## src/rtl/irq_stat_pkg.sv

```systemverilog
package irq_stat_pkg;
  // Strobes from the bus decoder to the register datapath
  typedef struct packed {
    logic rdStatus;   // clearing read of the status word
    logic wrClear;    // write-one-to-clear of the status word
    logic wrEnable;   // load of the enable word
  } regStrb_t;
endpackage

```

## src/rtl/irq_stat_ctrl.sv

```systemverilog
module irq_stat_ctrl
  import irq_stat_pkg::*;
#(
  parameter int ADDR_W      = 2,
  parameter bit CLR_ON_READ = 1'b1
) (
  input  logic              rdEn,
  input  logic              wrEn,
  input  logic [ADDR_W-1:0] addr,
  output regStrb_t          strb,
  output logic              selStatus,
  output logic              selEnable
);
  localparam logic [ADDR_W-1:0] STATUS_ADDR = ADDR_W'(0);
  localparam logic [ADDR_W-1:0] ENABLE_ADDR = ADDR_W'(1);

  always_comb begin
    selStatus = (addr == STATUS_ADDR);
    selEnable = (addr == ENABLE_ADDR);
  end

  // Mode picks which bus strobe acknowledges status bits
  generate
    if (CLR_ON_READ) begin : g_cor
      always_comb begin
        strb.rdStatus = rdEn & selStatus;
        strb.wrClear  = 1'b0;       // status writes ignored
        strb.wrEnable = wrEn & selEnable;
      end
    end else begin : g_w1c
      always_comb begin
        strb.rdStatus = 1'b0;       // R8 reads do not clear
        strb.wrClear  = wrEn & selStatus;
        strb.wrEnable = wrEn & selEnable;
      end
    end
  endgenerate
endmodule

```

## src/rtl/irq_stat_dpath.sv

```systemverilog
module irq_stat_dpath
  import irq_stat_pkg::*;
#(
  parameter int NUM_SRC     = 8,
  parameter bit CLR_ON_READ = 1'b1
) (
  input  logic               clk,
  input  logic               rstN,
  input  logic [NUM_SRC-1:0] evtIn,
  input  regStrb_t           strb,
  input  logic               selStatus,
  input  logic               selEnable,
  input  logic [NUM_SRC-1:0] wrData,
  output logic [NUM_SRC-1:0] rdData,
  output logic               irqOut
);
  logic [NUM_SRC-1:0] status;
  logic [NUM_SRC-1:0] enable;
  logic [NUM_SRC-1:0] clrMask;
  logic [NUM_SRC-1:0] statusNext;
  logic               irqQ;

  // Only bits actually acknowledged are removed; new events always OR in
  always_comb begin
    clrMask    = ({NUM_SRC{strb.rdStatus}} & status) |
                 ({NUM_SRC{strb.wrClear}}  & wrData);
    statusNext = (status & ~clrMask) | evtIn;
  end

  always_ff @(posedge clk or negedge rstN) begin
    if (!rstN) begin
      status <= '0;
      enable <= '0;
      irqQ   <= 1'b0;
    end else begin
      status <= statusNext;
      if (strb.wrEnable) enable <= wrData;
      irqQ <= |(status & enable);
    end
  end

  always_comb begin
    rdData = '0;
    if (selStatus)      rdData = status;
    else if (selEnable) rdData = enable;
  end

  assign irqOut = irqQ;

  AST_EVT_LANDS: assert property (@(posedge clk) disable iff (!rstN)
    (|evtIn) |=> ((status & $past(evtIn)) == $past(evtIn)));
  AST_IRQ_FOLLOWS: assert property (@(posedge clk) disable iff (!rstN)
    (|(status & enable)) |=> irqOut);
  AST_IRQ_QUIET: assert property (@(posedge clk) disable iff (!rstN)
    !(|(status & enable)) |=> !irqOut);
  AST_ENABLE_HOLD: assert property (@(posedge clk) disable iff (!rstN)
    !strb.wrEnable |=> $stable(enable));

  generate
    if (CLR_ON_READ) begin : g_cor_chk
      AST_READ_CLEARS: assert property (@(posedge clk) disable iff (!rstN)
        strb.rdStatus |=> ((status & $past(status & ~evtIn)) == '0));
      AST_NO_WRITE_CLEAR: assert property (@(posedge clk) disable iff (!rstN)
        !strb.rdStatus |=> ((status & $past(status)) == $past(status)));
    end else begin : g_w1c_chk
      AST_W1C_CLEARS: assert property (@(posedge clk) disable iff (!rstN)
        strb.wrClear |=> ((status & $past(wrData & ~evtIn)) == '0));
      AST_W1C_KEEPS: assert property (@(posedge clk) disable iff (!rstN)
        1'b1 |=> ((status & $past(status & ~(wrData & {NUM_SRC{strb.wrClear}})))
                  == $past(status & ~(wrData & {NUM_SRC{strb.wrClear}}))));
    end
  endgenerate
endmodule

```

## src/rtl/irq_status_unit.sv

```systemverilog
module irq_status_unit
  import irq_stat_pkg::*;
#(
  parameter int NUM_SRC     = 8,
  parameter int ADDR_W      = 2,
  parameter bit CLR_ON_READ = 1'b1
) (
  input  logic               clk,
  input  logic               rstN,
  input  logic [NUM_SRC-1:0] evtIn,
  input  logic               rdEn,
  input  logic               wrEn,
  input  logic [ADDR_W-1:0]  addr,
  input  logic [NUM_SRC-1:0] wrData,
  output logic [NUM_SRC-1:0] rdData,
  output logic               irqOut
);
  regStrb_t strb;
  logic     selStatus;
  logic     selEnable;

  irq_stat_ctrl #(.ADDR_W(ADDR_W), .CLR_ON_READ(CLR_ON_READ)) uCtrl (
    .rdEn(rdEn), .wrEn(wrEn), .addr(addr),
    .strb(strb), .selStatus(selStatus), .selEnable(selEnable)
  );

  irq_stat_dpath #(.NUM_SRC(NUM_SRC), .CLR_ON_READ(CLR_ON_READ)) uDpath (
    .clk(clk), .rstN(rstN), .evtIn(evtIn), .strb(strb),
    .selStatus(selStatus), .selEnable(selEnable), .wrData(wrData),
    .rdData(rdData), .irqOut(irqOut)
  );
endmodule

```

## config.mk

```make
export PLATFORM = sky130hd
export DESIGN_NAME = irq_status_unit
export DESIGN_NICKNAME = d
export VERILOG_FILES = /design/src/rtl/irq_stat_pkg.sv /design/src/rtl/irq_stat_ctrl.sv /design/src/rtl/irq_stat_dpath.sv /design/src/rtl/irq_status_unit.sv
export SDC_FILE = /design/constraint.sdc
export NUM_CORES = 1
export LEC_CHECK = 0
export ABC_AREA = 1
export BUFFER_PORTS_ARGS = -buffer_cell sky130_fd_sc_hd__clkbuf_2
export CAP_MARGIN = 10
export CORE_MARGIN = 5
export CORE_UTILIZATION = 45
export CTS_BUF_LIST = sky130_fd_sc_hd__clkbuf_16
export DETAILED_ROUTE_END_ITERATION = 6
export HOLD_SLACK_MARGIN = 0.05
export PLACE_DENSITY_LB_ADDON = 0.12
export SYNTH_ARGS = -nofsm -noshare
export SYNTH_HDL_FRONTEND = slang
export SYNTH_HIERARCHICAL = 1
export SYNTH_SLANG_ARGS = --single-unit
```

## constraint.sdc

```tcl
create_clock -name clk -period 1.2 [get_ports clk]
set_clock_uncertainty 0.15 [all_clocks]
set_input_delay 0.18 -clock clk [delete_from_list [all_inputs] [get_ports clk]]
set_output_delay 0.18 -clock clk [all_outputs]
set_load 0.02 [all_outputs]
```

### After elaboration in Yosys (flattened, before gate mapping)

Cells that the tools add are included.

| word-level totals | value |
|---|---|
| bits in registers | 17 |
| word-level logic and storage cells | 15 |
| output and inout port bits | 9 |
| input bits | 22 |

| cells by class | value |
|---|---|
| bitwise operators | 7 |
| reduce and logical (&&, ||, !) cells | 2 |
| mux-type cells | 2 |
| equality and inequality tests | 1 |

Operators by type and width:

| cell | number |
|---|---|
| AND 8 bit | 3 |
| 2-to-1 mux 8 bit | 2 |
| inverter 8 bit | 1 |
| bitwise OR 8 bit | 1 |
| OR reduction 8 bit | 1 |
| AND 1 bit | 2 |
| equality test 2 x 1 -> 1 bit, second input constant | 1 |
| zero test 2 bit | 1 |

### Depth between registers and ports, before layout

Gate-level depths: netlist of the first run.

| depth | value |
|---|---|
| word-level depth | 6 |
| depth in mapped cells | 7 |
| depth with buffers taken out | 6 |

### By module

Netlist of the first run, hierarchy kept.

Modules (own cells, without submodules):

| module | instances | area each (um2) | seq. area each (um2) | cells each |
|---|---|---|---|---|
| irq_stat_dpath | 1 | 858.3 | 425.4 | 110 |
| irq_stat_ctrl | 1 | 56.3 | 0.0 | 12 |

### Worst setup path before layout of the first run

No wires, ideal clock.

| timing | value |
|---|---|
| kind | in2out |
| start point | in addr[0] |
| end point | out rdData[0] |
| slack | 0.076 ns |
| buffers on the path | 1 |
| data required time | 0.870 ns |
| data arrival time | 0.794 ns |
| stages on the path | 7 |
| cells stage by stage | inv_2 > nand2_2 > inv_2 > buf_6 > inv_2 > nand2_4 > o21ai_2 |

| between the ends | value |
|---|---|
| elaborated cells on any way between the ends | 4 |
| those cells by class | 1 x eq/ne; 2 x mux; 1 x reduce/logical |

RTL lines:

| element | RTL line | RTL |
|---|---|---|
| start, declared | irq_status_unit.sv:13 | `input logic [ADDR_W-1:0] addr,` |
| zero test 2 bit | irq_stat_ctrl.sv:18 | `selStatus = (addr == STATUS_ADDR);` |
| named net selStatus | irq_status_unit.sv:19 | `logic selStatus;` |
| 2-to-1 mux 8 bit | irq_stat_dpath.sv:44 | `if (selStatus) rdData = status;` |
| end, declared | irq_status_unit.sv:15 | `output logic [NUM_SRC-1:0] rdData,` |

The timed path passes the listed nets, and every way through them passes these cells.

### Worst setup path after layout of the first run

| timing | value |
|---|---|
| start point | reg uDpath.enable[2] |
| end point | out rdData[2] |

| between the ends | value |
|---|---|
| longest elaborated chain between the ends | 2 |

RTL lines:

| element | RTL line | RTL |
|---|---|---|
| start, declared | irq_stat_dpath.sv:18 | `logic [NUM_SRC-1:0] enable;` |
| start signal, assigned | irq_stat_dpath.sv:37 | `if (strb.wrEnable) enable <= wrData;` |
| 2-to-1 mux 8 bit | irq_stat_dpath.sv:45 | `else if (selEnable) rdData = enable;` |
| 2-to-1 mux 8 bit | irq_stat_dpath.sv:44 |  |

No other way between the ends.

==> impl_results.md, run 1 <==
- Setup ws final: -0.0775 ns
- Crit Path Max Fanout: 2
- WL/cell: 11.5 microns
- Die area: 3030 sq um
- Clock Path Buffers: 2
- Critical Path AT: 0.95 ns
- Final setup fails: 8
- RSZ-0062 raised after global routing: true
- Final Util: 0.760
- H-tree levels: 1
- Number of clock sinks: 17
- Via count: 948
- First-pass GRT wire length: 3930 microns
- Crit path kind: reg2out
- Main combinational cell family by area after synthesis: simple AND/OR/NAND/NOR gates
- Drt total wl: 2360 microns
- P_leak: 0.777 nW
- FMAX: 0.783 GHz
- Die Y: 55.1 microns
- Layout cells sized above 1: 0.382
- Met2 Usage GRT: 0.321
- Yosys top cell by area: dfrtp_1
- Max VDD drop: 1.22 mV
- CTS root buf: clkbuf_16
- Worst R2R Start: uDpath/status[3]
- Core Area: 1940 sq um
- Area contributors post-synth: dfrtp_1, nand2_1, inv_1, o21ai_2, nand3_1
- GR peak layer: met2
- Final Wtd Congestion: 0.757
- GRT Overall Usage: 0.179
- XOR/XNOR share of the synthesized area: 0
- Max cap viols: 0
- I/O pin cnt: 31
- Simple-gate share of the synthesized area: 0.274
- Most frequent cells in the layout: nand2_1, clkbuf_2, dlygate4sd3_1, dfrtp_1
- Clk slew on worst S/H paths: 0.05 ns
- 1st-iter DRT viols: 13
- Net Count, Synth: 144
- Drt via density: 4.62
- Die W: 55.1 microns
- Min-delay worst type: in2async
- Leading cell type in the layout, fill and taps excluded: nand2_1
- Met1 usage: 0.222
- Pwr Density: 1220 nW/um^2
- Avg Inst Size Synth: 7.50 sq um
- Area grow syn2layout: 61.4%
- TritonCTS clock tree: done
- Sequential area share after synthesis: 0.465
- ANT cells: 0
- Failing checks: negative setup slack
- Starting Density: 0.471
- Compound-cell area share of the yosys netlist: 0.120
- Initial antenna violation count: 0
- Startpoint Class: flip-flop
- Number of global-route vias before repair: 954
- Area after DPL: 1090 sq um
- Yosys reg bits: 17
- CP Capture Type: primary output
- Ys Warns: 6
- CTS Buf Count: 3
- Largest net degree at the start of global routing: 18
- Cell Area, Synth: 915 sq um
- Adder-cell share of the synthesized area: 0
- Site Rows: 16
- Hold Fails Final Rpt: 0
- ANT nets after route: 0
- HPWL after DPL: 1560 microns
- Final Critical Period: 1.28 ns
- Outcome: complete, but fails checks
- Mapped Cells: 122
- Mux contribution to synthesized area: 0
- Total power: 1.81 mW
- Period utilization: 1.06
- Port Buffer Count: 30
- Final Instance Area: 1480 sq um
- R2R setup slack: 0.15 ns
- Global Route met3 Usage: 0.0322
- DR pass1 iterations: 4
- Post-synth top area share: 0.465
- Hold WS: 0.249 ns
- Pre-CTS setup slack: -0.0458 ns
- R2r worst-path depth: 5
- NumNets Final: 201
- # DRC: 0
- Reg2reg end: uDpath/irqOut
- GR Overflow Total: 0
- Unique masters post-synth: 15
- Slew Limit Fails: 0
- CP required: 0.87 ns
- Worst skew pair latency: 0.24 ns
## through the flow
step	std cells	TNS (ns)
2_1_floorplan	122	0
3_3_place_gp	179	-0.128
3_5_place_dp	179	-0.251
4_1_cts	205	-0.511
5_1_grt	205	-0.870
6_report	205	-0.494
## Yosys cell counts
cell type	number
nand2_1	46
buf_2	1
nand2_4	1
nand2_2	1
o21ai_0	8
o21ai_2	8
nor2_1	2
dfrtp_1	17
conb_1	1
buf_4	1
nand3_1	8
inv_2	4
buf_6	2
nor2_2	2
inv_1	20
## power breakdown
group	switching (mW)	total (mW)	internal, mW
combinational	0.238	0.464	0.226
sequential	0.0496	0.695	0.645
clock	0.208	0.649	0.442
## cell families (layout without fill, tap and decap cells)
family / count (synthesis) / count (layout)
compound gates: 16 / 16
buf+inv: 28 / 84
flops: 17 / 17
other cells: 1 / 1
simple gates: 60 / 60
## worst max path at each step
| stage | from | end | slack [ns] | depth (start not counted) |
|---|---|---|---|---|
| 5_1_grt | uDpath/enable[2] | rdData[2] | -0.13 | 3 |
| 4_1_cts | uDpath/enable[2] | rdData[2] | -0.08 | 3 |
| 3_3_place_gp | addr[0] | rdData[3] | -0.03 | 8 |
| 2_1_floorplan | addr[0] | rdData[0] | 0.08 | 7 |
| 3_5_place_dp | addr[0] | rdData[3] | -0.05 | 8 |
| 6_report | uDpath/enable[2] | rdData[2] | -0.08 | 3 |
## what timing repair did
| item | in CTS | in global routing |
|---|---|---|
| cloned | 0 | 0 |
| hold buffers | 17 | 0 |
| resized for setup | 27 | 4 |
| endpoints found under the hold margin | 33 | 0 |
| buffers inserted | 5 | 0 |
| setup endpoints to repair | 8 | 8 |
| pin swaps | 8 | 2 |
## registers in the layout, summed over array words and instances (netlist names)
signal / flops
uDpath/status: 8
uDpath/irqOut: 1
uDpath/enable: 8
## area by class of cell
| type | instances | area, sq um |
|---|---|---|
| repair buffers | 56 | 463 |
| clock inverters | 1 | 3.75 |
| fillers | 141 | 465 |
| multi-input cells | 77 | 383 |
| clock buffers | 3 | 75.1 |
| flip-flops and latches | 17 | 425 |
| inverters | 24 | 92.6 |
| well taps | 27 | 33.8 |
## metal layers
| layer | vias to the layer above | part of all wire |
|---|---|---|
| met2 | 31 | 0.51 |
| li1 | 477 | - |
| met1 | 440 | 0.44 |
| met3 | 0 | 0.055 |
| met5 | - | 0 |
| met4 | 0 | 0 |
## worst max-delay path, stage by stage, from the launching register on
cell and delay [ns]:
dfrtp_1 0.37, inv_2 0.05, o21ai_2 0.12, clkbuf_8 0.16
(Power assumes the default switching activity.)
==> run 2: changes to the inputs <==
--- a/config.mk
+++ b/config.mk
@@ -6,10 +6,13 @@
 export NUM_CORES = 1
 export LEC_CHECK = 0
 export ABC_AREA = 1
+export ABC_CLOCK_PERIOD_IN_PS = 1200
 export BUFFER_PORTS_ARGS = -buffer_cell sky130_fd_sc_hd__clkbuf_2
 export CAP_MARGIN = 10
+export CELL_PAD_IN_SITES_DETAIL_PLACEMENT = 0
+export CELL_PAD_IN_SITES_GLOBAL_PLACEMENT = 2
 export CORE_MARGIN = 5
-export CORE_UTILIZATION = 45
+export CORE_UTILIZATION = 26
 export CTS_BUF_LIST = sky130_fd_sc_hd__clkbuf_16
 export DETAILED_ROUTE_END_ITERATION = 6
 export HOLD_SLACK_MARGIN = 0.05
==> run 2 against run 1 <==
Effect of this change:
- the flow still finishes with violations (negative setup slack)
- critical path depth unchanged
- combinational power increased by 8.4%
- die area rose by 58%
==> impl_results.md, run 2 (synthesized netlist as in run 1, its figures left out) <==
- Port Buffer Count: 30 (unchanged)
- CTS root buf: clkbuf_16 (unchanged)
- WL/cell: 11.2 microns (was 11.5 microns)
- DR pass1 iterations: 2 (was 4)
- Failing checks: negative setup slack (unchanged)
- Drt via density: 4.01 (was 4.62)
- Layout cells sized above 1: 0.418 (was 0.382)
- CP required: 0.87 ns (about the same)
- Initial antenna violation count: 0 (unchanged)
- First-pass GRT wire length: 4270 microns (was 3930 microns)
- Hold WS: 0.268 ns (was 0.249 ns)
- Hold Fails Final Rpt: 0 (unchanged)
- ANT cells: 0 (unchanged)
- Die area: 4800 sq um (was 3030 sq um)
- Drt total wl: 2570 microns (was 2360 microns)
- Number of global-route vias before repair: 959 (was 954)
- Starting Density: 0.272 (was 0.471)
- WP buf/inv: 2 (unchanged)
- Total power: 1.86 mW (was 1.81 mW)
- Setup ws final: -0.0791 ns (was -0.0775 ns)
- Period utilization: 1.07 (was 1.06)
- Final Critical Period: 1.28 ns (about the same)
- # DRC: 0 (unchanged)
- Final Instance Area: 1580 sq um (was 1480 sq um)
- Clk pwr share: 0.361 (was 0.359)
- TNS Setup: -0.402 ns (was -0.494 ns)
- Slew Limit Fails: 0 (unchanged)
- Crit path kind: reg2out (unchanged)
- Placed insts: 200 (was 179)
- Via count: 923 (was 948)
- H-tree levels: 1 (unchanged)
- Critical Path AT: 0.95 ns (about the same)
- Die W: 69.3 microns (was 55.1 microns)
- CTS Buf Count: 3 (unchanged)
- Worst path max stage delay: 0.36 ns (was 0.37 ns)
- Worst skew pair latency: 0.25 ns (was 0.24 ns)
- Power share of the combinational group: 0.270 (was 0.257)
- RSZ-0062 raised after global routing: true (unchanged)
- Die Y: 69.3 microns (was 55.1 microns)
- Core Area: 3360 sq um (was 1940 sq um)
- Area grow syn2layout: 72.6% (was 61.4%)
- Number of clock sinks: 17 (unchanged)
- Largest net degree at the start of global routing: 18 (unchanged)
- Seq pwr share: 0.369 (was 0.384)
- Cell family with most CP delay: flip-flops (unchanged)
- Crit Path Max Fanout: 2 (unchanged)
- Startpoint Class: flip-flop (unchanged)
- Site Rows: 21 (was 16)
- 1st-iter DRT viols: 31 (was 13)
- Slowest stage cell, crit path: dfrtp_1 (unchanged)
- I/O pin cnt: 31 (unchanged)
- Final setup fails: 8 (unchanged)
- GRT Overall Usage: 0.110 (was 0.179)
- ANT nets after route: 0 (unchanged)
- Outcome: complete, but fails checks (unchanged)
- Clock Path Buffers: 2 (unchanged)
- Net Switching: 0.519 mW (was 0.495 mW)
- Final cell count without fillers: 230 (was 205)
- TritonCTS clock tree: done (unchanged)
- Pwr Density: 1180 nW/um^2 (was 1220 nW/um^2)
- Final Wtd Congestion: 0.698 (was 0.757)
- HPWL after DPL: 1740 microns (was 1560 microns)
- Max cap viols: 0 (unchanged)
- FMAX: 0.782 GHz (was 0.783 GHz)
- Final Util: 0.469 (was 0.760)
- Max VDD drop: 0.437 mV (was 1.22 mV)
- Internal: 1.34 mW (was 1.31 mW)
- Pre-CTS setup slack: -0.0526 ns (was -0.0458 ns)
- Sw frac: 0.279 (was 0.274)
- Min-delay worst type: in2async (unchanged)
- Most frequent cells in the layout: nand2_1, clkbuf_2, dlygate4sd3_1, dfrtp_1, buf_4 (was nand2_1, clkbuf_2, dlygate4sd3_1, dfrtp_1)
- Leading cell type in the layout, fill and taps excluded: nand2_1 (unchanged)
- GR Overflow Total: 0 (unchanged)
- Area after DPL: 1130 sq um (was 1090 sq um)
- NumNets Final: 207 (was 201)
- Crit-path cells: inv_2 > o21ai_2 > clkbuf_8 (unchanged)
- CP Capture Type: primary output (unchanged)
- Clk slew on worst S/H paths: 0.05 ns (about the same)
- P_leak: 0.812 nW (was 0.777 nW)
-- run 2: worst paths after layout --
kind	startpoint	to	slack, ns	depth (start not counted)
min reg2reg	uDpath/enable[0]	uDpath/enable[0]	0.40	2
max	uDpath/enable[4]	rdData[4]	-0.08	3
max in group asynchronous	rstN	uDpath/enable[3]	0.31	2
max reg2reg	uDpath/status[5]	uDpath/irqOut	0.16	5
min in group clk	wrEn	uDpath/enable[0]	0.28	6
min	rstN	uDpath/status[3]	0.27	2
-- run 2: power by group through the flow --
stage	Combinational (mW)	Sequential (mW)	Clock (mW)
after floorplan	0.218	0.689	0
after global placement	0.335	0.694	0
after detailed placement	0.338	0.695	0
after CTS	0.474	0.689	0.692
after global routing	0.560	0.696	0.708
final	0.503	0.689	0.672
-- run 2: final cells by class --
cell class | count | area [sq um]
fillers | 363 | 1780
inverters | 24 | 97.6
clock buffers | 3 | 75.1
flip-flops and latches | 17 | 425
clock inverters | 1 | 5.00
multi-input cells | 77 | 400
repair buffers | 62 | 518
well taps | 46 | 57.6
-- run 2: what timing repair did --
action	CTS	global route
setup endpoints to repair	8	8
endpoints found under the hold margin	33	0
hold buffers	17	0
resized for setup	30	11
pin swaps	9	6
buffers inserted	7	2
-- run 2: layer usage --
metal,GRT usage,vias up,share of wire
met5,0,-,0
met3,0.0304,2,0.045
met1,0.133,414,0.46
met4,0.0390,0,0.0090
met2,0.185,18,0.49
li1,-,489,-
